<file path="src/rtl/quad_cmp.sv">
module quad_cmp #(
  parameter int W = 64
) (
  input  logic        clk,
  input  logic        rst_n,
  input  logic        valid_i,
  input  logic [63:0] pos_i,
  input  logic [63:0] val_i,
  output logic        gt_o,
  output logic        lt_o,
  output logic        eq_o,
  output logic        indet_o
);
  localparam int LW = W - 2;

  logic [1:0]    qp, qv, qd;
  logic [LW-1:0] lp, lv;
  logic          n_gt, n_lt, n_eq;

  assign qp = pos_i[W-1:W-2];
  assign qv = val_i[W-1:W-2];
  assign lp = pos_i[LW-1:0];
  assign lv = val_i[LW-1:0];
  assign qd = qp - qv;

  if (W < 64) begin : g_hi
    logic unused_hi;
    assign unused_hi = ^{pos_i[63:W], val_i[63:W]};
  end

  always_comb begin
    n_gt = 1'b0;
    n_lt = 1'b0;
    n_eq = 1'b0;
    unique case (qd)
      2'd0: begin
        n_gt = lp > lv;
        n_lt = lp < lv;
        n_eq = lp == lv;
      end
      2'd1: n_gt = 1'b1;
      2'd3: n_lt = 1'b1;
      default: ;
    endcase
  end

  always_ff @(posedge clk) begin
    if (!rst_n) begin
      gt_o    <= 1'b0;
      lt_o    <= 1'b0;
      eq_o    <= 1'b0;
      indet_o <= 1'b0;
    end else if (valid_i) begin
      indet_o <= qd == 2'd2;
      if (qd != 2'd2) begin
        gt_o <= n_gt;
        lt_o <= n_lt;
        eq_o <= n_eq;
      end
    end
  end
endmodule

</file>
<file path="config.mk">
export PLATFORM = sky130hd
export DESIGN_NAME = quad_cmp
export DESIGN_NICKNAME = d
export VERILOG_FILES = /design/src/rtl/quad_cmp.sv
export SDC_FILE = /design/constraint.sdc
export NUM_CORES = 1
export LEC_CHECK = 0
export BUFFER_PORTS_ARGS = -buffer_cell sky130_fd_sc_hd__buf_2
export CORE_ASPECT_RATIO = 1.75
export CORE_MARGIN = 10
export CORE_UTILIZATION = 42
export DETAILED_ROUTE_END_ITERATION = 6
export MAX_ROUTING_LAYER = met4
export PLACE_DENSITY = 0.82
export SLEW_MARGIN = 20
export SYNTH_ARGS = -nofsm -noshare
export SYNTH_HDL_FRONTEND = slang
export SYNTH_SLANG_ARGS = --single-unit
</file>
<file path="constraint.sdc">
create_clock -name clk -period 2.3 [get_ports clk]
set_clock_uncertainty 0.1 [all_clocks]
set_input_delay 0.46 -clock clk [delete_from_list [all_inputs] [get_ports clk]]
set_output_delay 0.46 -clock clk [all_outputs]
set_load 0.01 [all_outputs]
</file>
==> impl_results.md <==
- Hold Startpoint: eq_o
- Post-CTS Setup Bufs: 0
- Vias in the first global route: 2,378
- Adder-cell share of the synthesized area: 0.441
- Mapped Cells: 261
- H-tree depth reported by CTS: 1
- EDFF count, synth: 0
- Initial antenna violation count: 0
- Worst setup EP type: flop
- Area of the multi-input gates: 1580 sq um
- CP required: 2350 ps
- Crit start category: input port
- Most common cell after layout, fill and taps aside: buf_2
- Initial DRC Count: 47
- Post-route minimum period: 2170 ps
- Main flop type after synthesis: dfxtp_1
- Final GP Congestion: 0.831
- CTS Buf Count: 3
- Ys async rst share: 0
- Total of fill cells in the finished design: 413
- Overall Power: 654 uW
- Layout Nets: 608
- Complex-gate fraction of the synthesized area: 0.165
- Detail Route Antenna Nets: 0
- Yosys warns: 0
- Largest net degree at the start of global routing: 8
- Core area: 4400 sq um
- Die height: 109 um
- Crit-path max FO: 3
- PD cells: 236 nW/um^2
- Reg2Reg Launch Point: gt_o
- Clock sink total: 4
- Hold Violations, Final: 0
- Slowest cell on crit path: nor4_4
- Worst-margin pin slew: 304 ps
- I/O Pins: 135
- Hpwl dp: 5720 um
- Crit path largest cell delay: 330 ps
- Data arrival, critical path: 2210 ps
- Clk root buf: clkbuf_8
- Layout Utilization: 0.629
- Final period utilization: 0.943
- FF+latch area: 80.1 sq um
- Maxcap violations: 0
- Post-DR vias/cell: 5.02
- Critical Path Source: val_i[49]
- CP top delay family: simple AND/OR/NAND/NOR gates
- Initial Util: 0.432
- Status: finished clean
- Syn-to-layout area delta: 45.7%
- Longest Clk Path Bufs: 2
- Worst path bufs/invs: 2
- First-pass GRT wire length: 9530 um
- Via Count: 2,303
- Wire length per cell: 12.9 um
- Die width: 70.9 um
- Seq/Total Area, Yosys: 0.0421
- Number of synthesized register bits: 4
- Synth Area in XOR/XNOR: 0.00921
- Most frequent cells in the layout: 134 x buf_2, 69 x inv_1, 67 x ha_1
- Slew Limit Fails: 0
- Largest family of logic cells by synthesized area: adder cells
- Achievable Freq: 0.461 GHz
- Die ar.: 7730 sq um
- Mux contribution to synthesized area: 0.0112
- Layout cells sized above 1: 0.380
- Most used cell, CP: nand4_1
- Hold crit path type: reg -> reg
- Mapped Area: 1900 sq um
- Worst-path clk slew: 30 ps
- Mapped Avg Cell Area: 7.29 sq um
- Library cells used by synthesis: 32
- Std-Cell Rows: 32
- Synth Area in Simple Gates: 0.195
- CTS tree: done
- Leakage power: 1.73 nW
- Setup violators final: 0
- Fin Setup TNS: 0 ps
- DP Worst Slack: -110 ps
- Setup CP Type: in -> reg
- WL final: 5910 um
- GRT Total Usage: 0.147
- Number of I/O port buffers: 134
- Synth Net Count: 459
- Remaining Overflow, GRT: 0
- Drc violations: 0
- Final WS setup: 132 ps
- Clock latency on the worst-skew pair: 220 ps
- Number of antenna diodes: 0
- CP cell instances: buf_2 > inv_1 > ha_1 > nand4_1 > nor4_4 > nand4_1 > nor4b_2 > nand3_1 > a21boi_1
- Worst vdd ir: 256 uV
- Slew headroom: 0.797
- TritonRoute pass-1 iters: 4
[cells in the mapped netlist (2+ instances only)]
library cell / number / share of area
a221oi_1: 3 / 0.014
nand4_1: 13 / 0.043
and4_1: 3 / 0.014
inv_1: 69 / 0.14
o211ai_1: 3 / 0.012
nand2_1: 19 / 0.038
o21ai_0: 11 / 0.029
nand3_1: 7 / 0.018
dfxtp_1: 4 / 0.042
nand2b_1: 2 / 0.0066
nor4_1: 2 / 0.0066
xnor2_1: 2 / 0.0092
nor2_1: 6 / 0.012
ha_1: 67 / 0.44
nor3_1: 4 / 0.011
o31ai_1: 2 / 0.0079
a21oi_1: 29 / 0.076
[tightest hold or removal path: cells and delay by family (launching register included)]
kind            cells  cell delay [ps]
flops               1              300
compound gates      1               60
simple gates        1               70
[routing by layer]
metal  vias up  global-route usage  wire length (um)
met5         -                   -                 0
met4         0              0.0347               106
met3        10              0.0373               423
met2        80               0.284              3170
met1      1008               0.141              2200
li1       1205                   -                 -
[final timing paths]
| check | cells past startpoint | to | slack, ps |
|---|---|---|---|
| max | 9 | eq_o | 130 |
| min reg2reg | 2 | eq_o | 380 |
| min | 2 | eq_o | 380 |
| max reg2reg | 3 | gt_o | 1390 |
[what timing repair did]
item | 4_1_cts | 5_1_grt
gates resized for setup | 0 | 3
hold buffers | 0 | 0
endpoints found under the setup margin | 0 | 2
[through the flow]
step	cell area, sq um	instances	hold slack (ps)
floorplan	1900	261	388
global placement	2710	456	355
detailed placement	2710	456	378
CTS	2750	459	382
global route	2770	459	393
finish	2770	459	379
[flip-flops by register name (all words and copies together), names as in the netlist]
name and count:
eq_o 1, gt_o 1, indet_o 1, lt_o 1
[power breakdown]
part	internal (mW)	total (mW)	switching, mW
sequential	0.0745	0.0769	0.00236
combinational	0.223	0.427	0.204
clock	0.112	0.150	0.0382
total	0.409	0.654	0.244
[kinds of logic (layout without fill, tap and decap cells)]
family,Yosys count,after routing
AOI/OAI and AO/OA,54,54
xor gates and xnor gates,2,2
adders and majority gates,67,67
DFF,4,4
and+or+nand+nor,63,63
buffers and inverters,69,216
muxes,2,2
[area by class of cell]
type / count / share of cell area
Inverter: 69 / 0.0935
Clock buffer: 3 / 0.0149
Timing Repair Buffer: 144 / 0.269
Multi-Input combinational cell: 188 / 0.570
Sequential cell: 4 / 0.0289
Tap cell: 51 / 0.0230
(Power assumes the default switching activity.)
